===== src/rtl/alu_slice_pkg.sv =====
package alu_slice_pkg;
  localparam int OP_W = 4;

  typedef enum logic [OP_W-1:0] {
    OP_AND  = 4'd0,
    OP_OR   = 4'd1,
    OP_XOR  = 4'd2,
    OP_ADD  = 4'd3,
    OP_MUL  = 4'd4,
    OP_SHL  = 4'd5,
    OP_SHLC = 4'd6,
    OP_SHR  = 4'd7,
    OP_SHRC = 4'd8
  } op_e;
endpackage


===== src/rtl/alu_in_stage.sv =====
module alu_in_stage
  import alu_slice_pkg::*;
#(
  parameter int WIDTH = 8
) (
  input  logic             clk_i,
  input  logic             rst_ni,
  input  logic [OP_W-1:0]  op_i,
  input  logic [WIDTH-1:0] a_i,
  input  logic [WIDTH-1:0] b_i,
  input  logic             inv_a_i,
  input  logic             inv_b_i,
  input  logic             cin_i,
  input  logic             ign_cin_i,
  output logic [OP_W-1:0]  op_q_o,
  output logic [WIDTH-1:0] a_eff_o,
  output logic [WIDTH-1:0] b_eff_o,
  output logic             c_eff_o
);
  logic [OP_W-1:0]  op_q;
  logic [WIDTH-1:0] a_q, b_q;
  logic             inv_a_q, inv_b_q, cin_q, ign_q;

  always_ff @(posedge clk_i or negedge rst_ni) begin
    if (!rst_ni) begin
      op_q    <= '0;
      a_q     <= '0;
      b_q     <= '0;
      inv_a_q <= 1'b0;
      inv_b_q <= 1'b0;
      cin_q   <= 1'b0;
      ign_q   <= 1'b0;
    end else begin
      op_q    <= op_i;
      a_q     <= a_i;
      b_q     <= b_i;
      inv_a_q <= inv_a_i;
      inv_b_q <= inv_b_i;
      cin_q   <= cin_i;
      ign_q   <= ign_cin_i;
    end
  end

  // inversion sits after the register so the whole stage is one cycle
  always_comb begin
    op_q_o  = op_q;
    a_eff_o = inv_a_q ? ~a_q : a_q;
    b_eff_o = inv_b_q ? ~b_q : b_q;
    c_eff_o = cin_q & ~ign_q;
  end
endmodule


===== src/rtl/alu_logic_shift.sv =====
module alu_logic_shift
  import alu_slice_pkg::*;
#(
  parameter int WIDTH = 8
) (
  input  logic [OP_W-1:0]  op_i,
  input  logic [WIDTH-1:0] a_i,
  input  logic [WIDTH-1:0] b_i,
  input  logic             c_i,
  output logic [WIDTH-1:0] res_o,
  output logic             co_o,
  output logic             hit_o
);
  localparam int MSB = WIDTH - 1;

  logic fill;

  always_comb begin
    res_o = '0;
    co_o  = 1'b0;
    hit_o = 1'b1;
    fill  = (op_i == OP_SHLC || op_i == OP_SHRC) ? c_i : 1'b0;
    unique case (op_i)
      OP_AND: res_o = a_i & b_i;
      OP_OR:  res_o = a_i | b_i;
      OP_XOR: res_o = a_i ^ b_i;
      OP_SHL, OP_SHLC: begin
        res_o = {a_i[MSB-1:0], fill};
        co_o  = a_i[MSB];
      end
      OP_SHR, OP_SHRC: begin
        res_o = {fill, a_i[MSB:1]};
        co_o  = a_i[0];
      end
      default: hit_o = 1'b0;
    endcase
  end
endmodule


===== src/rtl/alu_arith.sv =====
module alu_arith
  import alu_slice_pkg::*;
#(
  parameter int WIDTH = 8
) (
  input  logic [OP_W-1:0]  op_i,
  input  logic [WIDTH-1:0] a_i,
  input  logic [WIDTH-1:0] b_i,
  input  logic             c_i,
  output logic [WIDTH-1:0] res_o,
  output logic [WIDTH-1:0] hi_o,
  output logic             co_o,
  output logic             hit_o
);
  localparam int PW = 2 * WIDTH;

  logic [WIDTH:0] sum;
  logic [PW-1:0]  prod;

  always_comb begin
    sum  = {1'b0, a_i} + {1'b0, b_i} + {{WIDTH{1'b0}}, c_i};
    prod = {{WIDTH{1'b0}}, a_i} * {{WIDTH{1'b0}}, b_i};
    res_o = '0;
    hi_o  = '0;
    co_o  = 1'b0;
    hit_o = 1'b1;
    unique case (op_i)
      OP_ADD: begin
        res_o = sum[WIDTH-1:0];
        co_o  = sum[WIDTH];
      end
      OP_MUL: begin
        res_o = prod[WIDTH-1:0];
        hi_o  = prod[PW-1:WIDTH];
      end
      default: hit_o = 1'b0;
    endcase
  end
endmodule


===== src/rtl/alu_slice.sv =====
module alu_slice
  import alu_slice_pkg::*;
#(
  parameter int WIDTH = 8
) (
  input  logic             clk_i,
  input  logic             rst_ni,
  input  logic [3:0]       op_i,
  input  logic [WIDTH-1:0] a_i,
  input  logic [WIDTH-1:0] b_i,
  input  logic             inv_a_i,
  input  logic             inv_b_i,
  input  logic             cin_i,
  input  logic             ign_cin_i,
  output logic [WIDTH-1:0] result_o,
  output logic [WIDTH-1:0] mul_hi_o,
  output logic             carry_o
);
  logic [OP_W-1:0]  op_q;
  logic [WIDTH-1:0] a_eff, b_eff;
  logic             c_eff;

  logic [WIDTH-1:0] ls_res, ar_res, ar_hi;
  logic             ls_co, ls_hit, ar_co, ar_hit;

  alu_in_stage #(.WIDTH(WIDTH)) u_in (
    .clk_i     (clk_i),
    .rst_ni    (rst_ni),
    .op_i      (op_i),
    .a_i       (a_i),
    .b_i       (b_i),
    .inv_a_i   (inv_a_i),
    .inv_b_i   (inv_b_i),
    .cin_i     (cin_i),
    .ign_cin_i (ign_cin_i),
    .op_q_o    (op_q),
    .a_eff_o   (a_eff),
    .b_eff_o   (b_eff),
    .c_eff_o   (c_eff)
  );

  alu_logic_shift #(.WIDTH(WIDTH)) u_ls (
    .op_i  (op_q),
    .a_i   (a_eff),
    .b_i   (b_eff),
    .c_i   (c_eff),
    .res_o (ls_res),
    .co_o  (ls_co),
    .hit_o (ls_hit)
  );

  alu_arith #(.WIDTH(WIDTH)) u_ar (
    .op_i  (op_q),
    .a_i   (a_eff),
    .b_i   (b_eff),
    .c_i   (c_eff),
    .res_o (ar_res),
    .hi_o  (ar_hi),
    .co_o  (ar_co),
    .hit_o (ar_hit)
  );

  // unclaimed opcodes fall through to zero
  always_comb begin
    if (ls_hit) begin
      result_o = ls_res;
      mul_hi_o = '0;
      carry_o  = ls_co;
    end else if (ar_hit) begin
      result_o = ar_res;
      mul_hi_o = ar_hi;
      carry_o  = ar_co;
    end else begin
      result_o = '0;
      mul_hi_o = '0;
      carry_o  = 1'b0;
    end
  end
endmodule


===== config.mk =====
export PLATFORM = sky130hd
export DESIGN_NAME = alu_slice
export DESIGN_NICKNAME = d
export VERILOG_FILES = /design/src/rtl/alu_slice_pkg.sv /design/src/rtl/alu_in_stage.sv /design/src/rtl/alu_logic_shift.sv /design/src/rtl/alu_arith.sv /design/src/rtl/alu_slice.sv
export SDC_FILE = /design/constraint.sdc
export NUM_CORES = 1
export LEC_CHECK = 0
export ABC_AREA = 1
export BUFFER_PORTS_ARGS = -buffer_cell sky130_fd_sc_hd__buf_2
export CORE_MARGIN = 4
export CORE_UTILIZATION = 55
export CTS_BUF_LIST = sky130_fd_sc_hd__clkbuf_4 sky130_fd_sc_hd__clkbuf_8 sky130_fd_sc_hd__clkbuf_16
export CTS_CLUSTER_SIZE = 14
export DETAILED_ROUTE_END_ITERATION = 7
export PLACE_DENSITY = 0.83
export REMOVE_ABC_BUFFERS = 1
export SLEW_MARGIN = 15
export SYNTH_ARGS = -nofsm -noshare
export SYNTH_HDL_FRONTEND = slang
export SYNTH_SLANG_ARGS = --single-unit

===== constraint.sdc =====
create_clock -name clk_i -period 12.3 [get_ports clk_i]
set_input_delay 3.69 -clock clk_i [delete_from_list [all_inputs] [get_ports clk_i]]
set_output_delay 3.69 -clock clk_i [all_outputs]
set_load 0.01 [all_outputs]

==> flow_summary.toml <==
[yosys]
syn-cell-area_sq_um = 4310
yosysUniqueCellTypes = 36
ys_seq_area_share_pct = 13.9
synth-seq-cells = 24
ys_warn_count = 0
synthesis.instances = 573
avgSynthCellArea_sq_um = 7.52

[floorplanning]
core_sq_um = 7690
die_h_microns = 96.5
fp-row-count = 32
dieArea_sq_um = 9320
pin_count = 43
dieWidth_microns = 96.5
initial_core_util_pct = 56.1

[clocking]
postCtsSetupBuffers = 0
cts_resized = 0
cts_buffer_depth = 2
cts_htree_levels = 1
cts_buffers = 3
cts_hold_buf = 0
cts-root-buf = "clkbuf_8"
cts_tree = "done"
clk_pin_slew_ps = 90
cts_sinks = 24

[setup_path]
crit_path_end = "mul_hi_o[4]"
path_class = "reg2out"
worstSetupEndpointType = "output pin"
crit_arrival_ps = 5510
startpoint = "u_in.inv_a_q$_DFF_PN0_"
critical_path.max_fanout = 9
cp.required_ps = 8610
setup.worst_path.start_class = "flip-flop"

[routing]
drt-initial-drc-count = 232
vias = 3765
met1_length_mm = 4.11
ant_nets = 0
routed_wl_mm = 10.4
wl_met3_microns = 609
highest_layer = "met4"
drc_errors = 0
viasPerCell = 5.24
drt_first_pass_iters = 5
routedWlPerCell_microns = 14.5
wl_met2_mm = 5.24

[global_route]
grt_use_total_pct = 23.8
grt_pass1_wl_mm = 17.2
grt_max_degree = 25
antenna_found_initial = 0
first_global_vias = 3796
grt-ovfl-total = 0

[power]
power.density_nw_per_um2 = 172
vdd_ir_drop_max_mv = 0.102
p_leak_nw = 2.69
totalPowerFinal_mw = 0.804

[place]
dp_hpwl_mm = 8.87
io_buffer_count = 42
gp_congestion = 0.969

[layout]
num_antenna_cells = 0
drive_gt1_share_pct = 16.1
nNetsFinal = 733
final_cell_mix = "nand2_1, inv_1, nor2_1, ha_1, buf_2"
area_delta_synth_final_pct = 8.59
layout_commonest_cell = "nand2_1"

[timing]
rsz0062_at_grt = "false"
period_share_pct = 74.8
max_freq_mhz = 109
setup_viol = 0
tightest_slew_ps = 1180
final-max-slew-violation-count = 0
tns_ps = 0
finalHoldViolations = 0
slew_headroom_pct = 21.6
fin_crit_ps = 9200

[flow_run]
maxCapViolCount = 0

[status]
run_status = "completed"

[min_path]
hold_class = "in2async"
[metrics by stage]
stage / setup slack (ps) / cell area, sq um / cells / utilization, % / hold slack (ps)
floorplan: 3910 / 4270 / 570 / - / 3390
global placement: 3500 / 4610 / 714 / 60.0 / 3670
detailed placement: 3440 / 4610 / 714 / 60.0 / 3680
CTS: 3130 / 4680 / 718 / 60.9 / 3390
global route: 2800 / 4680 / 718 / 60.9 / 3400
finish: 3100 / 4680 / 718 / 60.9 / 3380
[how the worst min path moves through the flow]
stage / endpoint / depth (start not counted)
detailed placement: u_in.op_q_o[0]$_DFF_PN0_ / 1
CTS: u_in.a_q[7]$_DFF_PN0_ / 1
finish: u_in.a_q[7]$_DFF_PN0_ / 1
global route: u_in.b_q[2]$_DFF_PN0_ / 1
global placement: u_in.op_q_o[1]$_DFF_PN0_ / 1
floorplan: u_in.a_q[0]$_DFF_PN0_ / 0
[report_power, final]
part           leakage (nW)  total [mW]  internal (mW)  switching (mW)
Clock                0.0357      0.0673         0.0435          0.0239
Combinational          2.38       0.646          0.222           0.425
Sequential            0.280      0.0899         0.0828         0.00710
[sequential cells by signal, indices dropped and copies added, names as in the netlist]
name / cells
u_in.a_q: 8
u_in.ign_q: 1
u_in.inv_b_q: 1
u_in.b_q: 8
u_in.inv_a_q: 1
u_in.cin_q: 1
u_in.op_q_o: 4
[cell type report]
cell class / count / area [sq um]
clock buffers: 3 / 41.3
flip-flops and latches: 24 / 601
well taps: 102 / 128
inverters: 131 / 497
repair buffers: 42 / 210
clock inverters: 1 / 30.0
fillers: 704 / 3010
multi-input cells: 415 / 3170
[cells in the mapped netlist, drive strengths merged]
cell type / instances / area, sq um
a21oi: 18 / 113
a22o: 1 / 8.76
a22oi: 2 / 15.0
buf: 3 / 38.8
dfrtp: 24 / 601
fa: 38 / 761
ha: 52 / 651
inv: 131 / 497
nand2: 139 / 547
nand3: 36 / 185
nand3b: 1 / 7.51
nand4: 8 / 50.1
nor2: 85 / 374
nor3: 2 / 15.0
o21ai: 13 / 91.3
o22ai: 2 / 12.5
or2: 2 / 12.5
xnor2: 10 / 196
xor2: 6 / 135
[worst max-delay path, cell delays in order (launching register included)]
cell,delay [ps]
dfrtp_1,1130
xnor2_4,250
inv_2,230
nand2_1,120
fa_1,540
fa_1,540
inv_1,50
fa_1,530
inv_1,50
fa_1,520
inv_1,40
ha_1,350
nand2_1,140
inv_1,70
nand2_1,60
nand2_1,40
nand2_1,60
nand3_1,140
nand2_1,90
nand2_1,50
nor2_1,80
buf_2,130
[routing by layer]
metal	GRT usage, %	vias to the layer above
li1	-	1817
met1	28.6	1748
met2	43.1	164
met3	2.17	36
met4	10.2	0
met5	0	-
[cells by family after synthesis]
kind of cell	Yosys count	share of synthesized area, %
and+or+nand+nor	273	27.6
buffers and inverters	134	12.4
adders and majority gates	90	32.7
AOI/OAI and AO/OA	36	5.57
DFF	24	13.9
xor gates and xnor gates	16	7.69
No activity file was read; power rests on OpenSTA's default activity.
